--- config.mk ---
export PLATFORM = sky130hd
export DESIGN_NAME = uart_rxq_status
export DESIGN_NICKNAME = d
export VERILOG_FILES = /design/src/rtl/rxq_pkg.sv /design/src/rtl/rxq_hold.sv /design/src/rtl/rxq_brg_src.sv /design/src/rtl/rxq_irq_join.sv /design/src/rtl/uart_rxq_status.sv
export SDC_FILE = /design/constraint.sdc
export NUM_CORES = 1
export LEC_CHECK = 0
export CAP_MARGIN = 20
export CORE_MARGIN = 2
export CORE_UTILIZATION = 60
export DETAILED_ROUTE_END_ITERATION = 7
export DONT_BUFFER_PORTS = 1
export HOLD_SLACK_MARGIN = 0.06
export PLACE_DENSITY_LB_ADDON = 0.08
export SLEW_MARGIN = 40
export SYNTH_ARGS = -nofsm -noshare
export SYNTH_HDL_FRONTEND = slang
export SYNTH_SLANG_ARGS = --single-unit
--- constraint.sdc ---
create_clock -name clk -period 1.8 [get_ports clk]
set_input_delay 0.18 -clock clk [delete_from_list [all_inputs] [get_ports clk]]
set_output_delay 0.18 -clock clk [all_outputs]
set_load 0.02 [all_outputs]
--- src/rtl/rxq_pkg.sv ---
package rxq_pkg;
  localparam int STAT_W    = 4;
  localparam int ST_AVAIL  = 0;
  localparam int ST_OVR    = 1;
  localparam int ST_FE     = 2;
  localparam int ST_BRK    = 3;
endpackage

--- src/rtl/rxq_hold.sv ---
module rxq_hold #(
  parameter int DW = 8
) (
  input  logic          clk,
  input  logic          rst,
  input  logic          char_done,
  input  logic [DW-1:0] char_data,
  input  logic          char_fe,
  input  logic          char_brk,
  input  logic          rd_data_stb,
  input  logic          rd_stat_stb,
  output logic [DW-1:0] data_q,
  output logic          avail_q,
  output logic          ovr_q,
  output logic          fe_q,
  output logic          brk_q
);
  logic [DW-1:0] stg_d_q, stg_d_n, data_n;
  logic          stg_v_q, stg_v_n, stg_fe_q, stg_fe_n, stg_brk_q, stg_brk_n;
  logic          avail_n, ovr_n, fe_n, brk_n, seen_q, seen_n;

  always_comb begin
    data_n = data_q;  avail_n = avail_q; ovr_n = ovr_q;
    fe_n   = fe_q;    brk_n   = brk_q;   seen_n = seen_q;
    stg_d_n = stg_d_q; stg_v_n = stg_v_q;
    stg_fe_n = stg_fe_q; stg_brk_n = stg_brk_q;

    if (rd_stat_stb && ovr_q) seen_n = 1'b1;

    // read of the data register is applied first
    if (rd_data_stb && avail_q) begin
      if (ovr_q) begin
        if (seen_q) begin
          ovr_n = 1'b0; seen_n = 1'b0;
          if (stg_v_q) begin
            data_n = stg_d_q; avail_n = 1'b1;
            fe_n = stg_fe_q;  brk_n = stg_brk_q; stg_v_n = 1'b0;
          end else begin
            avail_n = 1'b0; fe_n = 1'b0; brk_n = 1'b0;
          end
        end
      end else if (stg_v_q) begin
        data_n = stg_d_q; avail_n = 1'b1; ovr_n = 1'b1;
        fe_n = stg_fe_q;  brk_n = stg_brk_q; stg_v_n = 1'b0;
      end else begin
        avail_n = 1'b0; fe_n = 1'b0; brk_n = 1'b0;
      end
    end

    // then a completed character
    if (char_done) begin
      if (!avail_n) begin
        data_n = char_data; avail_n = 1'b1;
        fe_n = char_fe;     brk_n = char_brk;
      end else begin
        stg_d_n = char_data; stg_v_n = 1'b1;
        stg_fe_n = char_fe;  stg_brk_n = char_brk;
      end
    end
  end

  always_ff @(posedge clk) begin
    if (rst) begin
      data_q <= '0; avail_q <= 1'b0; ovr_q <= 1'b0; fe_q <= 1'b0;
      brk_q <= 1'b0; seen_q <= 1'b0; stg_d_q <= '0; stg_v_q <= 1'b0;
      stg_fe_q <= 1'b0; stg_brk_q <= 1'b0;
    end else begin
      data_q <= data_n; avail_q <= avail_n; ovr_q <= ovr_n; fe_q <= fe_n;
      brk_q <= brk_n; seen_q <= seen_n; stg_d_q <= stg_d_n; stg_v_q <= stg_v_n;
      stg_fe_q <= stg_fe_n; stg_brk_q <= stg_brk_n;
    end
  end
endmodule

--- src/rtl/rxq_brg_src.sv ---
module rxq_brg_src (
  input  logic clk,
  input  logic rst,
  input  logic brg_reload,
  input  logic ie_brg,
  input  logic rd_stat_stb,
  output logic pend_q
);
  always_ff @(posedge clk) begin
    if (rst)                      pend_q <= 1'b0;
    else if (brg_reload && ie_brg) pend_q <= 1'b1;
    else if (rd_stat_stb)         pend_q <= 1'b0;
  end
endmodule

--- src/rtl/rxq_irq_join.sv ---
module rxq_irq_join (
  input  logic clk,
  input  logic rst,
  input  logic ie_data,
  input  logic ie_err,
  input  logic avail,
  input  logic ovr,
  input  logic fe,
  input  logic brk,
  input  logic brg_pend,
  output logic irq_q
);
  logic data_src, err_src;
  assign data_src = ie_data & avail;
  assign err_src  = ie_err & (ovr | fe | brk);

  always_ff @(posedge clk) begin
    if (rst) irq_q <= 1'b0;
    else     irq_q <= data_src | err_src | brg_pend;
  end
endmodule

--- src/rtl/uart_rxq_status.sv ---
module uart_rxq_status #(
  parameter int DW          = 8,
  parameter bit HAS_BRG_SRC = 1'b1
) (
  input  logic          clk,
  input  logic          rst,
  input  logic          char_done,
  input  logic [DW-1:0] char_data,
  input  logic          char_fe,
  input  logic          char_brk,
  input  logic          rd_data_stb,
  input  logic          rd_stat_stb,
  input  logic          ie_data,
  input  logic          ie_err,
  input  logic          ie_brg,
  input  logic          brg_reload,
  output logic [DW-1:0] rx_data,
  output logic [3:0]    rx_stat,
  output logic          irq
);
  import rxq_pkg::*;

  logic avail, ovr, fe, brk, brg_pend;

  rxq_hold #(.DW(DW)) u_hold (
    .clk(clk), .rst(rst), .char_done(char_done), .char_data(char_data),
    .char_fe(char_fe), .char_brk(char_brk), .rd_data_stb(rd_data_stb),
    .rd_stat_stb(rd_stat_stb), .data_q(rx_data), .avail_q(avail),
    .ovr_q(ovr), .fe_q(fe), .brk_q(brk)
  );

  generate
    if (HAS_BRG_SRC) begin : g_brg
      rxq_brg_src u_brg (
        .clk(clk), .rst(rst), .brg_reload(brg_reload), .ie_brg(ie_brg),
        .rd_stat_stb(rd_stat_stb), .pend_q(brg_pend)
      );
    end else begin : g_nobrg
      assign brg_pend = 1'b0;
    end
  endgenerate

  rxq_irq_join u_irq (
    .clk(clk), .rst(rst), .ie_data(ie_data), .ie_err(ie_err),
    .avail(avail), .ovr(ovr), .fe(fe), .brk(brk),
    .brg_pend(brg_pend), .irq_q(irq)
  );

  always_comb begin
    rx_stat           = '0;
    rx_stat[ST_AVAIL] = avail;
    rx_stat[ST_OVR]   = ovr;
    rx_stat[ST_FE]    = fe;
    rx_stat[ST_BRK]   = brk;
  end
endmodule

==> metrics.csv <==
metric,value,unit
first_pass_iters,4,
totalWireLength,2530,µm
syn_inst,125,
gr-total-overflow,0,
fin_skew,0.00935,ns
die_y,49.4,µm
hold_class,in2reg,
combPwrFrac,0.156,
drive_gt1_frac,0.229,
gp_congestion,0.849,
synth_area_per_cell,9.91,µm²
p_int,0.000821,W
cp_data_required_time,2.04,ns
dieArea,2440,µm²
antenna_found_initial,0,
cts.sinks,26,
clkSlewWorstSetupHoldPaths,0.14,ns
root_buffer,clkbuf_4,
n_antenna_cell,0,
vias,937,
period_needed,1.53,ns
post-cts-setup-buffer-count,0,
powerDensity,786,nW/µm²
preCtsSetupSlack,0.287,ns
grt_first_pass_wirelength,4440,µm
grt_max_degree,27,
worstPathMaxFanout,7,
worstSetupStartpointType,flop,
synth_seq_cells,26,
drc_errors,0,
rsz0062_at_grt,false,
nets,160,
maxCapViolations,0,
wl_per_cell,15.2,µm
yosysUniqueCellTypes,24,
via_per_inst,5.61,
finalCritPeriodShare,0.853,
fin_tns_setup,0,ns
clockBufferDepth,2,
cts_tree,built,
ir_drop,643,µV
pwr-share-clk,0.258,
drtAntennaViolNets,0,
pin_count,32,
end_kind,flop,
start_util,0.631,
ys_seq_area_frac,0.420,
finalSetupViolations,0,
status,"complete, no violations",
p_sw_frac,0.268,
port_buffers,0,
dp_hpwl,1730,µm
fmax,652,MHz
hold_viol_final,0,
critPathKind,reg2reg,
synth_area,1240,µm²
worstMarginPinSlew,0.533,ns
grt_pass1_vias,997,
seqPwrFrac,0.586,
p_switching,0.000300,W
fin_ws,0.265,ns
crit_arrival,1.78,ns
synth_warnings,0,
row_count,16,
htreeDepth,1,
power.leakage,0.550,nW
track_usage,0.234,
drt_iter0_markers,24,
core_area,1960,µm²
dieWidth,49.4,µm
cts_buffers,3,
synth_fp_nets,144,
maxSlewViolCount,0,
clk_latency,0.31,ns
relSlewSlack,0.645,
syn_to_final_growth,15.2,%
final_core_util,0.727,
==> final timing paths <==
kind,start,end,slack [ns],cells past startpoint
worst min register to register,g_brg.u_brg.pend_q,g_brg.u_brg.pend_q,0.48,2
worst max register to register,u_hold.seen_q,u_hold.data_q[3],0.27,5
worst min-delay path,ie_data,u_irq.irq_q,0.09,2
worst max-delay path,u_hold.seen_q,u_hold.data_q[3],0.27,5
==> Yosys cell counts <==
cell / n / area [µm²]
and3_1: 1 / 6.26
a221oi_2: 8 / 120
inv_1: 12 / 45.0
a222oi_1: 2 / 20.0
o21ai_2: 1 / 8.76
and2_4: 2 / 17.5
and2b_4: 1 / 10.0
buf_1: 1 / 3.75
a21oi_1: 6 / 30.0
nand3_1: 1 / 5.00
dfxtp_1: 26 / 521
buf_4: 6 / 45.0
a31oi_1: 1 / 6.26
clkbuf_1: 2 / 7.51
nor2_1: 13 / 48.8
mux2i_1: 10 / 100
a22oi_1: 2 / 15.0
nand2_1: 12 / 45.0
buf_6: 3 / 33.8
a211oi_1: 2 / 15.0
a22oi_2: 8 / 100
o31ai_1: 1 / 7.51
nand2b_1: 3 / 18.8
a311oi_1: 1 / 8.76
==> stage by stage <==
stage / hold WS (ns) / instances / instance area (µm²) / power [W]
floorplan: 0.318 / 125 / 1240 / 0.000801
global placement: 0.249 / 147 / 1230 / 0.000798
detailed placement: 0.251 / 147 / 1230 / 0.000805
CTS: 0.0807 / 167 / 1430 / 0.00114
global route: 0.0719 / 167 / 1430 / 0.00118
finish: 0.0862 / 167 / 1430 / 0.00112
==> layout by cell type, fill, tap and decap left out, types with 2 or more instances in the layout <==
| master | n |
|---|---|
| a211oi_1 | 2 |
| a21oi_1 | 6 |
| a221oi_2 | 8 |
| a222oi_1 | 2 |
| a22oi_1 | 2 |
| a22oi_2 | 8 |
| and2_4 | 2 |
| buf_4 | 7 |
| clkbuf_4 | 3 |
| dfxtp_1 | 26 |
| dlygate4sd3_1 | 15 |
| inv_1 | 12 |
| mux2i_1 | 10 |
| nand2_1 | 12 |
| nand2b_1 | 3 |
| nor2_1 | 13 |
==> power by group through the flow <==
stage	Sequential (W)	Clock, W	Combinational [W]
2_1_floorplan	0.000660	0	0.000141
3_3_place_gp	0.000668	0	0.000130
3_5_place_dp	0.000670	0	0.000135
4_1_cts	0.000657	0.000302	0.000176
5_1_grt	0.000661	0.000323	0.000195
6_report	0.000657	0.000290	0.000175
==> cell type report <==
class | instances | area [µm²]
repair buffers | 23 | 208
multi-input cells | 75 | 583
well taps | 27 | 33.8
inverters | 12 | 45.0
clock buffers | 4 | 36.3
flip-flops and latches | 26 | 520
fillers | 168 | 536
==> registers in the layout (all words and copies together) (netlist names) <==
register,count
u_hold.stg_brk_q,1
g_brg.u_brg.pend_q,1
u_hold.data_q,8
u_irq.irq_q,1
u_hold.stg_d_q,8
u_hold.ovr_q,1
u_hold.stg_fe_q,1
u_hold.brk_q,1
u_hold.seen_q,1
u_hold.fe_q,1
u_hold.stg_v_q,1
u_hold.avail_q,1
==> logic make-up (layout without fill, tap and decap cells) <==
group | Yosys count | after routing | share of synthesized area
buffers and inverters | 24 | 39 | 0.109
multiplexers | 10 | 10 | 0.0808
AO/OA/AOI/OAI | 32 | 32 | 0.268
flip-flops | 26 | 26 | 0.420
AND/OR/NAND/NOR | 33 | 33 | 0.122
==> routing by layer <==
metal | wire, µm | up-vias | GRT usage
met5 | 0 | - | 0
met4 | 0 | 0 | 0.0556
met3 | 171 | 0 | 0.0613
met2 | 1270 | 36 | 0.412
met1 | 1100 | 436 | 0.282
li1 | - | 465 | -
==> critical path, stage by stage, from the launching register on <==
cell	delay, ns
dfxtp_1	0.38
nand2b_1	0.21
and3_1	0.39
buf_4	0.21
a22oi_2	0.06
a221oi_2	0.22
==> timing repair <==
action                    CTS  global route
hold endpoints to repair   26             0
hold buffers               16             0
resized for setup           0             0
No activity file was read; power rests on OpenSTA's default activity.
